### src/rtl/osrx_pkg.sv
package osrx_pkg;
    typedef enum logic [2:0] {
        RX_IDLE,
        RX_START,
        RX_DATA,
        RX_PARITY,
        RX_STOP
    } rx_state_e;
endpackage

### src/rtl/osrx_sync.sv
module osrx_sync #(
    parameter int STAGES = 2
) (
    input  logic clk,
    input  logic rst_n,
    input  logic rx_i,
    output logic rx_s_o,
    output logic fall_o
);
    logic [STAGES-1:0] chain_q;
    logic              last_q;

    always_ff @(posedge clk or negedge rst_n) begin
        if (!rst_n) begin
            chain_q <= '1;
            last_q  <= 1'b1;
        end else begin
            chain_q <= {chain_q[STAGES-2:0], rx_i};
            last_q  <= chain_q[STAGES-1];
        end
    end

    assign rx_s_o = chain_q[STAGES-1];
    assign fall_o = last_q & ~chain_q[STAGES-1];
endmodule

### src/rtl/osrx_voter.sv
module osrx_voter #(
    parameter int OSR        = 16,
    parameter int MID_SAMPLE = 8,
    parameter int CNT_W      = 4
) (
    input  logic             clk,
    input  logic             rst_n,
    input  logic             tick_i,
    input  logic             active_i,
    input  logic [CNT_W-1:0] cnt_i,
    input  logic             rx_i,
    output logic             decide_o,
    output logic             vote_o,
    output logic             noise_o
);
    localparam logic [CNT_W-1:0] S_FIRST = CNT_W'(MID_SAMPLE - 1);
    localparam logic [CNT_W-1:0] S_MID   = CNT_W'(MID_SAMPLE);
    localparam logic [CNT_W-1:0] S_LAST  = CNT_W'(MID_SAMPLE + 1);

    logic samp_a_q, samp_b_q;
    logic hit;

    assign hit = tick_i & active_i;

    always_ff @(posedge clk or negedge rst_n) begin
        if (!rst_n) begin
            samp_a_q <= 1'b1;
            samp_b_q <= 1'b1;
        end else if (hit) begin
            if (cnt_i == S_FIRST) samp_a_q <= rx_i;
            if (cnt_i == S_MID)   samp_b_q <= rx_i;
        end
    end

    assign decide_o = hit && (cnt_i == S_LAST);
    assign vote_o   = (samp_a_q & samp_b_q) | (samp_a_q & rx_i) | (samp_b_q & rx_i);
    assign noise_o  = (samp_a_q != samp_b_q) || (samp_b_q != rx_i);
endmodule

### src/rtl/osrx_buffer.sv
module osrx_buffer #(
    parameter int DATA_BITS = 8
) (
    input  logic                 clk,
    input  logic                 rst_n,
    input  logic                 done_i,
    input  logic [DATA_BITS-1:0] data_i,
    input  logic                 noise_i,
    input  logic                 perr_i,
    input  logic                 ferr_i,
    input  logic                 rd_i,
    output logic [DATA_BITS-1:0] data_o,
    output logic                 full_o,
    output logic                 noise_o,
    output logic                 perr_o,
    output logic                 ferr_o,
    output logic                 ovr_o
);
    logic [DATA_BITS-1:0] data_q;
    logic full_q, noise_q, perr_q, ferr_q, ovr_q;
    logic still_full;

    assign still_full = full_q & ~rd_i;

    always_ff @(posedge clk or negedge rst_n) begin
        if (!rst_n) begin
            data_q  <= '0;
            full_q  <= 1'b0;
            noise_q <= 1'b0;
            perr_q  <= 1'b0;
            ferr_q  <= 1'b0;
            ovr_q   <= 1'b0;
        end else if (done_i) begin
            if (still_full) begin
                ovr_q <= 1'b1;
            end else begin
                data_q  <= data_i;
                full_q  <= 1'b1;
                noise_q <= noise_i;
                perr_q  <= perr_i;
                ferr_q  <= ferr_i;
                ovr_q   <= 1'b0;
            end
        end else if (rd_i) begin
            full_q  <= 1'b0;
            noise_q <= 1'b0;
            perr_q  <= 1'b0;
            ferr_q  <= 1'b0;
            ovr_q   <= 1'b0;
        end
    end

    assign data_o  = data_q;
    assign full_o  = full_q;
    assign noise_o = noise_q;
    assign perr_o  = perr_q;
    assign ferr_o  = ferr_q;
    assign ovr_o   = ovr_q;


    flags_with_full_chk: assert property (@(posedge clk) disable iff (!rst_n)
        ($rose(noise_q) || $rose(perr_q) || $rose(ferr_q)) |-> $rose(full_q));


    read_clears_chk: assert property (@(posedge clk) disable iff (!rst_n)
        (rd_i && !done_i) |=> (!full_q && !ovr_q && !noise_q && !perr_q && !ferr_q));


    keep_old_chk: assert property (@(posedge clk) disable iff (!rst_n)
        (done_i && full_q && !rd_i) |=> (full_q && ovr_q && $stable(data_q)));
endmodule

### src/rtl/uart_os_rx.sv
module uart_os_rx #(
    parameter int DATA_BITS   = 8,
    parameter int OSR         = 16,
    parameter int MID_SAMPLE  = 8,
    parameter int SYNC_STAGES = 2
) (
    input  logic                 clk,
    input  logic                 rst_n,
    input  logic                 rx_i,
    input  logic                 tick_i,
    input  logic                 rx_en_i,
    input  logic                 par_en_i,
    input  logic                 par_odd_i,
    input  logic                 rd_i,
    output logic [DATA_BITS-1:0] data_o,
    output logic                 full_o,
    output logic                 noise_o,
    output logic                 perr_o,
    output logic                 ferr_o,
    output logic                 ovr_o
);
    import osrx_pkg::*;

    localparam int CNT_W = $clog2(OSR);
    localparam int IDX_W = (DATA_BITS > 1) ? $clog2(DATA_BITS) : 1;
    localparam logic [CNT_W-1:0] CNT_MAX  = CNT_W'(OSR - 1);
    localparam logic [IDX_W-1:0] IDX_LAST = IDX_W'(DATA_BITS - 1);

    rx_state_e st_q, st_d;
    logic [CNT_W-1:0]     cnt_q;
    logic [IDX_W-1:0]     idx_q;
    logic [DATA_BITS-1:0] sh_q;
    logic pen_q, podd_q, nacc_q, perr_q;
    logic rx_s, rx_fall;
    logic active, decide, vote, vnoise, done;

    osrx_sync #(.STAGES(SYNC_STAGES)) u_sync (
        .clk    (clk),
        .rst_n  (rst_n),
        .rx_i   (rx_i),
        .rx_s_o (rx_s),
        .fall_o (rx_fall)
    );

    assign active = (st_q != RX_IDLE);

    osrx_voter #(.OSR(OSR), .MID_SAMPLE(MID_SAMPLE), .CNT_W(CNT_W)) u_voter (
        .clk      (clk),
        .rst_n    (rst_n),
        .tick_i   (tick_i),
        .active_i (active),
        .cnt_i    (cnt_q),
        .rx_i     (rx_s),
        .decide_o (decide),
        .vote_o   (vote),
        .noise_o  (vnoise)
    );

    // State register
    always_ff @(posedge clk or negedge rst_n) begin
        if (!rst_n) st_q <= RX_IDLE;
        else        st_q <= st_d;
    end

    // Next-state logic
    always_comb begin
        st_d = st_q;
        unique case (st_q)
            RX_IDLE:   if (rx_en_i && rx_fall) st_d = RX_START;
            RX_START:  if (decide) st_d = vote ? RX_IDLE : RX_DATA;
            RX_DATA:   if (decide && idx_q == IDX_LAST) st_d = pen_q ? RX_PARITY : RX_STOP;
            RX_PARITY: if (decide) st_d = RX_STOP;
            RX_STOP:   if (decide) st_d = RX_IDLE;
            default:   st_d = RX_IDLE;
        endcase
        if (!rx_en_i) st_d = RX_IDLE;
    end

    // Frame datapath
    always_ff @(posedge clk or negedge rst_n) begin
        if (!rst_n) begin
            cnt_q  <= '0;
            idx_q  <= '0;
            sh_q   <= '0;
            pen_q  <= 1'b0;
            podd_q <= 1'b0;
            nacc_q <= 1'b0;
            perr_q <= 1'b0;
        end else if (st_q == RX_IDLE) begin
            cnt_q  <= '0;
            idx_q  <= '0;
            nacc_q <= 1'b0;
            perr_q <= 1'b0;
            pen_q  <= par_en_i;
            podd_q <= par_odd_i;
        end else begin
            if (tick_i) cnt_q <= (cnt_q == CNT_MAX) ? '0 : cnt_q + 1'b1;
            if (decide) begin
                nacc_q <= nacc_q | vnoise;
                if (st_q == RX_DATA) begin
                    sh_q  <= {vote, sh_q[DATA_BITS-1:1]};
                    idx_q <= idx_q + 1'b1;
                end
                if (st_q == RX_PARITY)
                    perr_q <= (vote != ((^sh_q) ^ podd_q));
            end
        end
    end

    assign done = decide && (st_q == RX_STOP) && rx_en_i;

    osrx_buffer #(.DATA_BITS(DATA_BITS)) u_buf (
        .clk     (clk),
        .rst_n   (rst_n),
        .done_i  (done),
        .data_i  (sh_q),
        .noise_i (nacc_q | vnoise),
        .perr_i  (perr_q),
        .ferr_i  (~vote),
        .rd_i    (rd_i),
        .data_o  (data_o),
        .full_o  (full_o),
        .noise_o (noise_o),
        .perr_o  (perr_o),
        .ferr_o  (ferr_o),
        .ovr_o   (ovr_o)
    );


    en_off_idle_chk: assert property (@(posedge clk) disable iff (!rst_n)
        !rx_en_i |=> (st_q == RX_IDLE));


    stop_to_idle_chk: assert property (@(posedge clk) disable iff (!rst_n)
        done |=> (st_q == RX_IDLE));
endmodule

### config.mk
export PLATFORM = sky130hd
export DESIGN_NAME = uart_os_rx
export DESIGN_NICKNAME = d
export VERILOG_FILES = /design/src/rtl/osrx_pkg.sv /design/src/rtl/osrx_sync.sv /design/src/rtl/osrx_voter.sv /design/src/rtl/osrx_buffer.sv /design/src/rtl/uart_os_rx.sv
export SDC_FILE = /design/constraint.sdc
export NUM_CORES = 1
export LEC_CHECK = 0
export ABC_AREA = 1
export BUFFER_PORTS_ARGS = -buffer_cell sky130_fd_sc_hd__buf_2
export CORE_MARGIN = 8
export CORE_UTILIZATION = 45
export DETAILED_ROUTE_END_ITERATION = 16
export MAX_ROUTING_LAYER = met4
export PLACE_DENSITY = 0.62
export SLEW_MARGIN = 40
export SYNTH_ARGS = -nofsm -noshare
export SYNTH_HDL_FRONTEND = slang
export SYNTH_SLANG_ARGS = --single-unit
### constraint.sdc
create_clock -name clk -period 2.58 [get_ports clk]
set_clock_uncertainty 0.05 [all_clocks]
set_input_delay 0 -clock clk [delete_from_list [all_inputs] [get_ports clk]]
set_output_delay 0 -clock clk [all_outputs]
set_load 0.01 [all_outputs]
==> reports/qor.txt, run 1 <==
Core ar. - 0.004384 mm²
antenna cell count - 0
initial antenna violation count - 0
Synth top area share - 42.71%
status - complete, no violations
Lkg Pwr - 1.266 nW
CP Max Fanout - 20
clk_lat worst skew - 290 ps
Achievable Freq - 0.5599 GHz
Wirelength per Cell - 11.33 µm
Simple-Gate Fraction of Synth Area - 27.52%
Die Span X - 83.51 µm
Seq/Total Area, Yosys - 49.12%
first drt pass iteration count - 6
CP peak stage delay - 520 ps
mux share of post-synthesis cell area - 0%
FF/Latch Area - 0.001007 mm²
routed vias/inst - 4.746
Clock Tree Buf Depth - 2
clock sinks - 40
Top delay family on crit path - simple AND/OR/NAND/NOR gates
Area contributors post-synth - dfrtp_1, nand2_1, dfstp_2
Crit path arrival time - 1920 ps
filler cell count - 436
crit share post-route - 69.23%
1st-iter DRT viols - 97
Nets - 293
# DRC - 0
Routability Congestion - 0.8554
CP bufs+invs - 1
post-layout min period - 1786 ps
Avg Inst Size Synth - 8.236 µm²
Post-Synth Adder-Cell Area - 4.271%
Tightest Pin Transition - 627.8 ps
Detail Route Antenna Nets - 0
relative slew slack - 58.10%
most frequent cells in the layout - nand2_1, dfrtp_1, inv_1
PwrDens - 666.0 mW/mm²
RSZ-0062 raised after global routing - no
Fin Setup TNS - 0 ps
layout cells sized above 1 - 17.56%
# resized after CTS - 0
Critical Path End Type - flop
cell area after layout - 0.002321 mm²
Core Util, Final - 52.94%
startpoint class of the critical path - flop
final hold viol count - 0
Starting Density - 46.78%
Netlist cell types - 24
Post-Syn Instances - 249
Crit Path Class - reg -> reg
Reg clk slew, reported paths - 80 ps
DP Wirelength - 2.751 mm
FP Rows - 24
first-pass GRT wire length - 6.651 mm
largest area contributor in the netlist - dfrtp_1
Worst setup startpoint - cnt_q[1]
htree depth - 2
chip height - 83.51 µm
Worst Hold Class - in -> reg
Post-DP Area - 0.002180 mm²
routed wire length - 3.751 mm
combinational family with the most area after synthesis - simple AND/OR/NAND/NOR gates
largest net degree at the start of global routing - 41
XOR/XNOR Fraction of Synth Area - 0.4271%
vias - 1571
commonest non-fill, non-tap cell in the layout - nand2_1
worst hold start - rx_en_i
Max Slew Vio Count - 0
slowest CP cell - nor2_2
CP Cell Sequence - inv_1, ha_1, nand4_2, nor2_2, nor2_1, nand2_1, o21ai_1
die area - 0.006973 mm²
endpoints failing setup - 0
CTS tree - done
grt ovf - 0
Critical Path RT - 2710 ps
Syn. warnings - 0
post-synthesis compound-gate area fraction - 10.37%
Clock Root Buffer - clkbuf_8
port bufs - 20
RR Startpoint - cnt_q[1]
worst vdd ir - 0.0004185 V
vias in the first global route - 1472
Multi-input gate area - 873.3 µm²
Ports - 21
#FFs+latches synth - 40
Max Cap Viol - 0
post-synthesis cell area - 0.002051 mm²
Area Overhead vs Synth - 13.18%
total track usage - 11.67%
syn nets - 264
Inserted Clock Buffers - 5
==> power by group <==
| group | switching (mW) | internal, mW | total [mW] |
|---|---|---|---|
| registers | 0.0450 | 0.682 | 0.727 |
| logic | 0.283 | 0.135 | 0.418 |
| clock network | 0.210 | 0.190 | 0.400 |
| total | 0.539 | 1.01 | 1.55 |
==> layer usage <==
layer	up-vias	global-route usage, %	wire [µm]
met5	-	-	0
met4	0	4.239	51
met3	6	3.809	160
met2	28	17.11	1642
met1	701	14.68	1897
li1	836	-	-
==> through the flow <==
step | hold WS, ps | setup WS [ps] | instances | total power, mW
after floorplan | -345.6 | 1185 | 249 | 1.049
after global placement | 54.95 | 793.0 | 317 | 1.145
after detailed placement | -42.29 | 752.8 | 317 | 1.153
after CTS | 1.089 | 750.2 | 331 | 1.567
after global routing | 28.13 | 552.9 | 331 | 1.653
final | 7.519 | 793.9 | 331 | 1.546
==> worst paths after layout <==
| path | slack (ps) | end | cells past startpoint |
|---|---|---|---|
| max in group asynchronous | 1950 | u_sync.chain_q[0] | 2 |
| min in group asynchronous | 170 | cnt_q[0] | 2 |
| worst max-delay path | 790 | idx_q[0] | 7 |
| worst min-delay path | 8 | u_buf.full_o | 3 |
| worst max register to register | 790 | idx_q[0] | 7 |
| worst min register to register | 310 | u_sync.chain_q[1] | 0 |
==> layout make-up <==
class	count	share of cell area (%)
Sequential cell	40	43.40
Inverter	35	5.660
Clock buffer	7	3.288
Multi-Input combinational cell	170	37.63
Timing Repair Buffer	26	7.008
Tap cell	52	2.803
Clock inverter	1	0.2156
==> cell families after synthesis <==
family                   Yosys count
AO/OA/AOI/OAI                     35
XOR/XNOR                           1
adder cells (fa/ha/maj)            7
flip-flops                        40
AND/OR/NAND/NOR                  127
buffers and inverters             39
==> Yosys cell counts <==
cell type  instances
a2111oi_0          1
nand2_4            2
ha_1               7
inv_1             34
buf_2              1
nor2_1             6
a21oi_1            5
nand4_4            1
o21ai_0           16
nand3_1           18
dfstp_2            5
nor3_1             1
nor2b_1            1
inv_2              1
xor2_1             1
nor2_2             1
or2_2              1
o21ai_1            4
o21ai_2            9
dfrtp_1           35
nor2_4             2
nand4_2            1
nand2_1           93
buf_6              3
==> registers in the layout, indices dropped and copies added (netlist names) <==
register	flops
u_buf.ferr_o	1
u_voter.samp_b_q	1
u_buf.noise_o	1
sh_q	8
u_buf.data_o	8
u_sync.last_q	1
u_voter.samp_a_q	1
u_sync.chain_q	2
u_buf.perr_o	1
u_buf.full_o	1
st_q	3
u_buf.ovr_o	1
cnt_q	4
pen_q	1
idx_q	3
nacc_q	1
podd_q	1
perr_q	1
==> tightest hold or removal path, cell delays in order <==
cell and delay, ps:
buf_2 140, nand3_1 110, nand2_1 50
==> timing repair <==
| item | CTS | global route |
|---|---|---|
| hold buffers | 6 | 0 |
| hold endpoints to repair | 46 | 0 |
| buffers inserted | 0 | 0 |
Power figures use the tool's default switching activity.
==> run 2, diff against run 1 <==
==> constraint.sdc (replaced) <==
create_clock -name clk -period 1.7 [get_ports clk]
set_clock_uncertainty 0.05 [all_clocks]
set_input_delay 0 -clock clk [delete_from_list [all_inputs] [get_ports clk]]
set_output_delay 0 -clock clk [all_outputs]
set_load 0.01 [all_outputs]
==> run 2 against run 1 <==
Effect of this change: global-route usage up 0.22 points; sequential share of layout area fell by 1.7 points; count of clock-buffer cells in the layout shrank 1; core utilization is 2.2 points higher; register-to-register slack worse by 620 ps; combinational power grew 54%; via count is 1.3% higher; cell area up 4.2%; first-iteration DRC count is 13% lower; critical path depth is 1 higher; worst hold slack better by 140 ps; final cell count rose by 1.5%; critical path type unchanged.
==> reports/qor.txt, run 2 (synthesis results as in run 1) <==
Worst setup startpoint - cnt_q[1]
Lkg Pwr - 1.311 nW (+3.6%)
Core ar. - 0.004384 mm² (unchanged)
FP Rows - 24 (unchanged)
RR Startpoint - cnt_q[1]
first drt pass iteration count - 5 (-1)
most frequent cells in the layout - nand2_1, dfrtp_1, inv_1
Reg clk slew, reported paths - 80 ps (about the same)
Internal - 1.581 mW (+57%)
RSZ-0062 raised after global routing - no
Fin Setup TNS - 0 ps (unchanged)
chip height - 83.51 µm (unchanged)
Tightest Pin Transition - 496.0 ps (-131.8 ps)
Critical Path End - u_buf.ferr_o
Detail Route Antenna Nets - 0 (unchanged)
Starting Density - 46.78% (unchanged)
routed wire length - 3.804 mm (+1.4%)
clk_lat worst skew - 290 ps (about the same)
FF/Latch Area - 0.001007 mm² (unchanged)
Area Overhead vs Synth - 17.88%
port bufs - 20 (unchanged)
Max Cap Viol - 0 (unchanged)
vias in the first global route - 1470 (-0.14%)
Clock Tree Buf Depth - 2 (unchanged)
R2R Setup Slk - 180 ps (-620 ps)
Sequential Power Share - 45.5% (-1.6 points)
Max Slew Vio Count - 0 (unchanged)
Clock Root Buffer - clkbuf_8
Ports - 21 (unchanged)
routed vias/inst - 4.738 (-0.17%)
crit share post-route - 89.50% (+20 points)
1st-iter DRT viols - 84 (-13%)
filler cell count - 392 (-10%)
antenna cell count - 0 (unchanged)
worst vdd ir - 0.0007518 V (+80%)
total track usage - 11.90% (+0.22 points)
PnR worst setup slack - 178.5 ps (-615.4 ps)
sw frac - 34.59% (-0.25 points)
Worst Hold Class - in -> async
Critical Path End Type - flop
Reg-to-Reg End - u_buf.ferr_o
grt ovf - 0 (unchanged)
CTS tree - done
status - complete, no violations
initial antenna violation count - 0 (unchanged)
Comb power frac - 26.7% (-0.4 points)
Crit Path Class - reg -> reg
Critical Path RT - 1840 ps (-870 ps)
layout cells sized above 1 - 19.72% (+2.2 points)
Reg2Reg Depth - 8 (+1)
largest net degree at the start of global routing - 22 (-46%)
Nets - 298 (+1.7%)
DP Wirelength - 2.888 mm (+5.0%)
clock share of power - 27.9% (+2.0 points)
die area - 0.006973 mm² (unchanged)
first-pass GRT wire length - 6.679 mm (+0.42%)
PwrDens - 1000 mW/mm² (+50%)
Wirelength per Cell - 11.32 µm (about the same)
Die Span X - 83.51 µm (unchanged)
Crit path arrival time - 1660 ps (-260 ps)
# DRC - 0 (unchanged)
relative slew slack - 66.94% (+8.8 points)
P_sw - 0.8361 mW (+55%)
post-layout min period - 1521 ps (-264.6 ps)
vias - 1592 (+1.3%)
Multi-input gate area - 878.3 µm² (+0.57%)
endpoints failing setup - 0 (unchanged)
startpoint class of the critical path - flop
commonest non-fill, non-tap cell in the layout - nand2_1
CP Max Fanout - 20 (unchanged)
final hold viol count - 0 (unchanged)
Achievable Freq - 0.6573 GHz (+17%)
htree depth - 2 (unchanged)
Post-Place Worst Slack - 134.4 ps (-618.4 ps)
clock sinks - 40 (unchanged)
Routability Congestion - 0.8098 (-5.3%)
Inserted Clock Buffers - 5 (unchanged)
[run 2: cell count changes in the layout (fill, tap and decap cells not counted), sizes merged]
cell,previous run,this run
dlygate4sd3,6,7
clkinvlp,0,2
clkbuf,7,6
buf,20,24
clkinv,1,0
[run 2: power by group through the flow]
stage	clock, mW	combinational, mW	sequential, mW
global route	0.735	0.760	1.11
CTS	0.703	0.660	1.10
floorplan	0	0.484	1.11
detailed placement	0	0.645	1.12
global placement	0	0.641	1.12
finish	0.673	0.645	1.10
[run 2: worst min-delay path by stage]
| stage | end | slack, ps | depth (start not counted) |
|---|---|---|---|
| after floorplan | cnt_q[0] | -350 | 0 |
| after global placement | cnt_q[0] | -60 | 1 |
| after detailed placement | cnt_q[0] | -50 | 1 |
| after CTS | sh_q[7] | 160 | 2 |
| after global routing | sh_q[7] | 180 | 2 |
| final | cnt_q[0] | 150 | 2 |
[run 2: area by class of cell]
type	instances	share of cell area (%)
tap	52	2.692
clock buffer	6	3.416
sequential	40	41.67
timing repair buffer	31	9.834
multi-input combinational	170	36.34
inverter	35	5.435
clock inverter	2	0.6211
[run 2: through the flow]
| stage | hold WS, ps | instances | util, % | instance area (µm²) | power [mW] |
|---|---|---|---|---|---|
| 2_1_floorplan | -345.6 | 249 | - | 2051 | 1.592 |
| 3_3_place_gp | -56.98 | 321 | 51.20 | 2245 | 1.756 |
| 3_5_place_dp | -52.81 | 321 | 51.20 | 2245 | 1.763 |
| 4_1_cts | 155.1 | 336 | 55.02 | 2412 | 2.462 |
| 5_1_grt | 177.7 | 336 | 55.14 | 2417 | 2.605 |
| 6_report | 148.9 | 336 | 55.14 | 2417 | 2.417 |
[run 2: what timing repair did]
| action | CTS | global route |
|---|---|---|
| resized for setup | 0 | 1 |
| hold buffers | 7 | 0 |
| endpoints found under the hold margin | 43 | 0 |
| setup buffers | 0 | 0 |
| setup endpoints to repair | 0 | 1 |
[run 2: critical path, stage by stage, from the launching register on]
cell and delay, ps:
dfrtp_1 400, inv_1 90, ha_1 180, nand2_1 90, nor2_4 150, nand4_4 120, buf_12 180, nand3_1 90
o21ai_2 60
[run 2: metal layers]
metal	share of wire, %	routed length, µm	global-route usage [%]
met1	50	1892	15.18
met2	45	1694	17.11
met3	4.3	165	3.613
met4	1.4	52	4.867
met5	0	0	-
==> run 3, diff against run 2 <==
--- a/config.mk
+++ b/config.mk
@@ -7,6 +7,7 @@
 export LEC_CHECK = 0
 export ABC_AREA = 1
 export BUFFER_PORTS_ARGS = -buffer_cell sky130_fd_sc_hd__buf_2
+export CORE_ASPECT_RATIO = 0.9
 export CORE_MARGIN = 8
 export CORE_UTILIZATION = 45
 export DETAILED_ROUTE_END_ITERATION = 16
==> run 3 against run 2 <==
Effect of this change: sequential share of layout area shrank 0.18 points; register-to-register slack lost 50 ps; total power grew 6.2%; final cell count grew 3.0%; sequential power is essentially flat; die area is essentially flat; critical endpoint is now u_buf.noise_o; largest cell class unchanged; largest power group unchanged.
==> reports/qor.txt, run 3 (synthesis results as in run 1) <==
vias - 1631 (+2.4%)
largest net degree at the start of global routing - 41 (+86%)
vias in the first global route - 1548 (+5.3%)
post-layout min period - 1576 ps (+54.96 ps)
Crit Path Class - reg -> reg
Ports - 21 (unchanged)
routed wire length - 4.065 mm (+6.9%)
final hold viol count - 0 (unchanged)
Crit path arrival time - 1770 ps (+110 ps)
Critical Path RT - 1900 ps (+60 ps)
Clock Tree Buf Depth - 2 (unchanged)
Nets - 298 (unchanged)
CP Cell Sequence - inv_1, ha_1, nand2_1, nor2_4, nand4_4, buf_12, inv_1, nand2_1, nand2_1
# DRC - 0 (unchanged)
Core ar. - 0.004432 mm² (+1.1%)
first drt pass iteration count - 4 (-1)
Post-CTS Repair Setup Buffers - 0 (unchanged)
slowest CP cell - dfrtp_1
Max Slew Vio Count - 0 (unchanged)
CP peak stage delay - 410 ps (about the same)
Max Cap Viol - 0 (unchanged)
crit share post-route - 92.73% (+3.2 points)
Lkg Pwr - 1.309 nW (-0.14%)
PwrDens - 1056 mW/mm² (+5.6%)
chip height - 80.04 µm (-4.1%)
Detail Route Antenna Nets - 0 (unchanged)
port bufs - 20 (unchanged)
most used cell along the critical path - nand2_1
CTS tree - done
first-pass GRT wire length - 7.210 mm (+8.0%)
CP Max Fanout - 17 (-15%)
PnR worst setup slack - 123.6 ps (-54.96 ps)
Area Overhead vs Synth - 18.55%
Starting Density - 46.27% (-0.50 points)
DP Wirelength - 2.980 mm (+3.2%)
FP Rows - 23 (-4.2%)
relative slew slack - 65.68% (-1.3 points)
commonest non-fill, non-tap cell in the layout - nand2_1
RSZ-0062 raised after global routing - no
layout cells sized above 1 - 20.07% (+0.35 points)
Clock Root Buffer - clkbuf_8
Wirelength per Cell - 11.75 µm (+3.8%)
Fin Setup TNS - 0 ps (unchanged)
Critical Path End Type - flop
Achievable Freq - 0.6343 GHz (-3.5%)
die area - 0.006976 mm² (about the same)
worst vdd ir - 0.0007013 V (-6.7%)
initial antenna violation count - 0 (unchanged)
Worst Hold Class - in -> async
Multi-input gate area - 873.3 µm² (-0.57%)
filler cell count - 436 (+11%)
clock sinks - 40 (unchanged)
most frequent cells in the layout - nand2_1, dfrtp_1, inv_1
routed vias/inst - 4.714 (-0.51%)
Tightest Pin Transition - 514.7 ps (+18.77 ps)
Reg clk slew, reported paths - 90 ps (about the same)
FF/Latch Area - 0.001008 mm² (+0.12%)
startpoint class of the critical path - flop
1st-iter DRT viols - 75 (-11%)
clk_lat worst skew - 300 ps (about the same)
antenna cell count - 0 (unchanged)
total track usage - 13.60% (+1.7 points)
Routability Congestion - 0.7976 (-1.5%)
Core Util, Final - 54.86% (-0.28 points)
Inserted Clock Buffers - 5 (unchanged)
status - complete, no violations
endpoints failing setup - 0 (unchanged)
Post-Place Worst Slack - 128.2 ps (-6.210 ps)
grt ovf - 0 (unchanged)
htree depth - 2 (unchanged)
Die Span X - 87.16 µm (+4.4%)
-- run 3: cell count changes in the layout (fill, tap and decap cells not counted), sizes merged --
cell | previous run | this run
bufinv | 0 | 1
clkbuf | 6 | 5
clkinvlp | 2 | 1
inv | 35 | 36
-- run 3: per-stage QoR --
stage	hold WS, ps	std cells	power (mW)	instance area [µm²]
finish	237.3	346	2.566	2431
global route	291.4	346	2.731	2431
CTS	244.9	346	2.588	2430
detailed placement	45.97	331	1.759	2245
global placement	47.65	331	1.755	2245
floorplan	-345.6	249	1.592	2051
-- run 3: final cells by class --
| type | instances | share of cell area, % |
|---|---|---|
| sequential | 40 | 41.48 |
| multi-input combinational | 170 | 35.92 |
| timing repair buffer | 31 | 9.264 |
| inverter | 35 | 5.404 |
| tap | 62 | 3.191 |
| clock buffer | 5 | 2.831 |
| clock inverter | 3 | 1.904 |
-- run 3: timing repair --
item                                   4_1_cts  5_1_grt
endpoints found under the hold margin       44        0
hold buffers                                 7        0
setup endpoints to repair                    0        1
gates resized for setup                      0        2
-- run 3: worst max-delay path, delay by kind of cell, from the launching register on --
| family | cells | cell delay, ps |
|---|---|---|
| buf+inv | 3 | 370 |
| fa+ha+maj | 1 | 190 |
| flops | 1 | 410 |
| simple gates | 5 | 520 |
-- run 3: layer usage --
metal | track usage [%] | part of all wire, %
met5 | - | 0
met1 | 17.85 | 54
met4 | 5.660 | 1.4
met2 | 19.13 | 41
met3 | 3.807 | 3.6
-- run 3: where the power goes --
| group | switching [mW] | internal (mW) |
|---|---|---|
| Combinational | 0.439 | 0.210 |
| Sequential | 0.0727 | 1.04 |
| Clock | 0.366 | 0.442 |
-- run 3: path summary, 6_finish.rpt --
check,cells past startpoint,end,slack [ps],startpoint
worst max-delay path,9,u_buf.noise_o,120,cnt_q[1]
worst max register to register,9,u_buf.noise_o,120,cnt_q[1]
worst min register to register,0,u_sync.chain_q[1],300,u_sync.chain_q[0]
min in group clk,2,u_sync.chain_q[0],300,rx_i
worst min-delay path,3,cnt_q[3],240,rst_n
max in group asynchronous,3,st_q[2],990,rst_n
